`config.mk`:
```
export PLATFORM = sky130hd
export DESIGN_NAME = ppi_regs
export DESIGN_NICKNAME = d
export VERILOG_FILES = /design/src/rtl/ppi_regs.sv
export SDC_FILE = /design/constraint.sdc
export NUM_CORES = 1
export LEC_CHECK = 0
export BUFFER_PORTS_ARGS = -buffer_cell sky130_fd_sc_hd__clkbuf_2
export CAP_MARGIN = 10
export CORE_MARGIN = 2
export CORE_UTILIZATION = 34
export DETAILED_ROUTE_END_ITERATION = 10
export PLACE_DENSITY = 0.65
export REMOVE_ABC_BUFFERS = 1
export SYNTH_ARGS = -nofsm -noshare
export SYNTH_HDL_FRONTEND = slang
export SYNTH_SLANG_ARGS = --single-unit
```
`constraint.sdc`:
```
create_clock -name clk -period 4 [get_ports clk]
set_input_delay 1.2 -clock clk [delete_from_list [all_inputs] [get_ports clk]]
set_output_delay 1.2 -clock clk [all_outputs]
set_load 0.02 [all_outputs]
```
`src/rtl/ppi_regs.sv`:
```
module ppi_regs #(
  parameter int W = 8
) (
  input  logic         clk,
  input  logic         rst,
  input  logic         cs_n,
  input  logic         rd_n,
  input  logic         wr_n,
  input  logic [1:0]   addr,
  input  logic [W-1:0] din,
  output logic [W-1:0] dout,
  output logic         dout_oe,
  input  logic [W-1:0] pa_in,
  output logic [W-1:0] pa_out,
  output logic [W-1:0] pa_oe,
  input  logic [W-1:0] pb_in,
  output logic [W-1:0] pb_out,
  output logic [W-1:0] pb_oe,
  input  logic [W-1:0] pc_in,
  output logic [W-1:0] pc_out,
  output logic [W-1:0] pc_oe
);
  localparam int N  = W / 2;
  localparam int IW = $clog2(W);
  localparam logic [W-2:0] CFG_RST = (W-1)'(7'b0011011);

  logic [W-2:0] cfg;
  logic [W-1:0] a_lat, b_lat, c_lat, wdat;
  logic [1:0]   wadr;
  logic         wact_q;

  wire wact   = ~cs_n & ~wr_n & rd_n;
  wire commit = wact_q & ~wact;

  wire a_in  = cfg[4];
  wire b_in  = cfg[1];
  wire cu_in = cfg[3];
  wire cl_in = cfg[0];
  wire [W-1:0] c_inmask = {{N{cu_in}}, {N{cl_in}}};
  wire [IW-1:0] sel = wdat[IW:1];

  always_ff @(posedge clk) begin
    if (rst) begin
      cfg    <= CFG_RST;
      a_lat  <= '0;
      b_lat  <= '0;
      c_lat  <= '0;
      wdat   <= '0;
      wadr   <= '0;
      wact_q <= 1'b0;
    end else begin
      wact_q <= wact;
      if (wact) begin
        wadr <= addr;
        wdat <= din;
      end
      if (commit) begin
        case (wadr)
          2'd0: a_lat <= wdat;
          2'd1: b_lat <= wdat;
          2'd2: c_lat <= (c_lat & c_inmask) | (wdat & ~c_inmask);
          default: begin
            if (wdat[W-1]) begin
              cfg   <= wdat[W-2:0];
              a_lat <= '0;
              b_lat <= '0;
              c_lat <= '0;
            end else if (!c_inmask[sel]) begin
              c_lat[sel] <= wdat[0];
            end
          end
        endcase
      end
    end
  end

  always_comb begin
    case (addr)
      2'd0:    dout = a_in ? pa_in : a_lat;
      2'd1:    dout = b_in ? pb_in : b_lat;
      2'd2:    dout = (pc_in & c_inmask) | (c_lat & ~c_inmask);
      default: dout = {1'b1, cfg};
    endcase
  end

  assign dout_oe = ~cs_n & ~rd_n & wr_n;
  assign pa_out  = a_lat;
  assign pb_out  = b_lat;
  assign pc_out  = c_lat;
  assign pa_oe   = {W{~a_in}};
  assign pb_oe   = {W{~b_in}};
  assign pc_oe   = ~c_inmask;
endmodule

```
==> results.sh <==
export IMPL_status="completed"
export IMPL_core_um2=7180
export IMPL_synth_top_area_share_pct=33.6
export IMPL_power_density_nw_per_um2=291
export IMPL_dieArea_um2=8070
export IMPL_hold_class="flop to flop"
export IMPL_hp_start="pb_out[5]"
export IMPL_critPathKind="input port to output port"
export IMPL_synth_seq_cells=42
export IMPL_die_x_um=89.8
export IMPL_syn_avg_cell_area_um2=8.41
export IMPL_yosysMostFrequentCell="dfxtp_1"
export IMPL_vias=2336
export IMPL_ctsLongestPathBuffers=2
export IMPL_peakVddDrop_uv=165
export IMPL_postSynth_asyncResetShare_pct=0
export IMPL_gp_routability_congestion=0.873
export IMPL_nNetsFinal=404
export IMPL_postCtsSetupRepairBufs=0
export IMPL_grt_pass1_wl_um=11200
export IMPL_synthToLayoutAreaGrowth_pct=19.1
export IMPL_root_buffer="clkbuf_8"
export IMPL_first_global_vias=2256
export IMPL_synth_edf_count=0
export IMPL_drtPass1Iterations=4
export IMPL_io_buffers=95
export IMPL_cp_common_cell="clkbuf_2"
export IMPL_via_per_inst=5.07
export IMPL_synth_ff_type="dfxtp_1"
export IMPL_tritoncts="done"
export IMPL_io_pins=96
export IMPL_path_max_fanout=15
export IMPL_whs_endpoint="pb_out[5]"
export IMPL_worstPathRequired_ns=2.80
export IMPL_finalNonFillerCells=461
export IMPL_clkSinkCount=42
export IMPL_hold_buffers=0
export IMPL_drt_initial_drc_count=190
export IMPL_period_needed_ns=3.45
export IMPL_rsz0062_at_grt="false"
export IMPL_max_cap_violations=0
export IMPL_setup_tns_ns=0
export IMPL_cts_resized=0
export IMPL_cp_end_kind="output port"
export IMPL_postRouteAntennaNets=0
export IMPL_yosys_warnings=0
export IMPL_grt_ovfl_total=0
export IMPL_cp_start_kind="input port"
export IMPL_syn_area_um2=2500
export IMPL_grt_max_degree=44
export IMPL_path_cells="clkbuf_2 > mux4_2 > clkbuf_2"
export IMPL_leakage_nw=1.28
export IMPL_cts_buffers=5
export IMPL_final_layout_size_suffix_gt1_share_pct=36.7
export IMPL_cts_htree_levels=2
export IMPL_fin_util_pct=41.6
export IMPL_synth_area_leaders="dfxtp_1 (34%), mux2_2 (8.5%), a21oi_1 (7.0%), buf_4 (6.3%), nand2_1 (5.8%)"
export IMPL_relSlewSlack_pct=41.4
export IMPL_ys_types=41
export IMPL_dp_cells=453
export IMPL_die_y_um=89.8
export IMPL_hold_viol_final=0
export IMPL_fin_crit_sh_pct=86.1
export IMPL_r2r_setup_slack_ns=1.91
export IMPL_cp_slowest_cell="mux4_2"
export IMPL_clk_pin_slew_ns=0.08
export IMPL_rows=31
export IMPL_clock_skew_ns=0.00537
export IMPL_reg2reg_depth=6
export IMPL_crit_arrival_ns=2.25
export IMPL_drv_slew=0
export IMPL_grt_util_all_layers_pct=17.0
export IMPL_finalWirelength_um=7000
export IMPL_total_power_mw=0.869
export IMPL_timing_fmax_mhz=290
export IMPL_yosys_top_cells_count="dfxtp_1 (42), nand2_1 (39), a21oi_1 (35)"
export IMPL_grt_antenna_before_repair=0
export IMPL_initial_core_util_pct=34.9
export IMPL_max_stage_delay_ns=0.55
export IMPL_setup_violations=0
export IMPL_synth_cells=298
export IMPL_wl_per_cell_um=15.2
export IMPL_place_hpwl_um=5190
export IMPL_remaining_drc_errors=0
export IMPL_min_path_cells=2
export IMPL_r2r_start="wadr[0]"
export IMPL_seq_area_frac_synth_pct=33.6
export IMPL_yosysTopAreaCell="dfxtp_1"
export IMPL_tightest_slew_ns=0.879
export IMPL_diodes=0
export IMPL_clk_insertion_delay_late_ns=0.29
layout make-up:
cell class	instances	area (um^2)
clock buffer	7	76.3
clock inverter	1	30.0
fill	748	4190
inverter	13	48.8
multi-input combinational	202	1370
sequential	42	841
tap	99	124
timing repair buffer	97	490
per-stage QoR:
step,worst slack (ns),instance area [um^2],hold slack [ns]
detailed placement,0.551,2880,0.460
global placement,0.556,2880,0.459
finish,0.554,2980,0.474
floorplan,0.791,2260,0.459
CTS,0.549,2980,0.471
global route,0.501,2980,0.505
power breakdown:
part           internal [mW]  switching, mW  leakage [nW]
Clock                  0.187          0.143        0.0524
Combinational         0.0472         0.0603         0.885
Sequential             0.422        0.00956         0.339
worst max-delay path, delay by kind of cell:
kind | cells | cell delay [ns]
buffers and inverters | 2 | 0.49
muxes | 1 | 0.55
placed cells by master, fill, tap and decap left out, types with 3 or more instances in the layout:
master	netlist	layout
o21ai_0	15	15
inv_1	13	13
ha_1	4	4
nor2b_1	6	6
clkbuf_8	0	5
a311oi_1	4	4
a22oi_1	3	3
a31oi_1	5	5
clkbuf_2	0	95
mux2_2	19	19
nand2_1	39	39
a211o_1	4	4
mux2i_1	6	6
mux4_2	5	5
nor2_1	14	14
a21oi_1	35	35
dfxtp_1	42	42
nand3_1	16	16
worst max-delay path by stage:
stage	start	end	slack [ns]	depth (start not counted)
2_1_floorplan	cfg[1]	dout[1]	0.79	4
3_3_place_gp	addr[1]	dout[3]	0.56	3
3_5_place_dp	addr[1]	dout[5]	0.55	3
4_1_cts	addr[1]	dout[5]	0.55	3
5_1_grt	addr[1]	dout[4]	0.50	3
6_report	addr[1]	dout[2]	0.55	3
per-layer routing:
metal	vias to the layer above	wire length, um	GRT usage (%)
met2	102	3230	27.3
li1	1169	-	-
met3	15	534	3.35
met4	0	164	6.15
met5	-	0	0
met1	1050	3070	22.7
cell families after synthesis:
family	count (synthesis)	share of synthesized area, %
AO/OA/AOI/OAI	79	20.3
adder cells (fa/ha/maj)	4	2.00
buffers and inverters	54	11.6
flip-flops	42	33.6
multiplexers	30	15.4
AND/OR/NAND/NOR	89	17.1
Power figures use the tool's default switching activity.
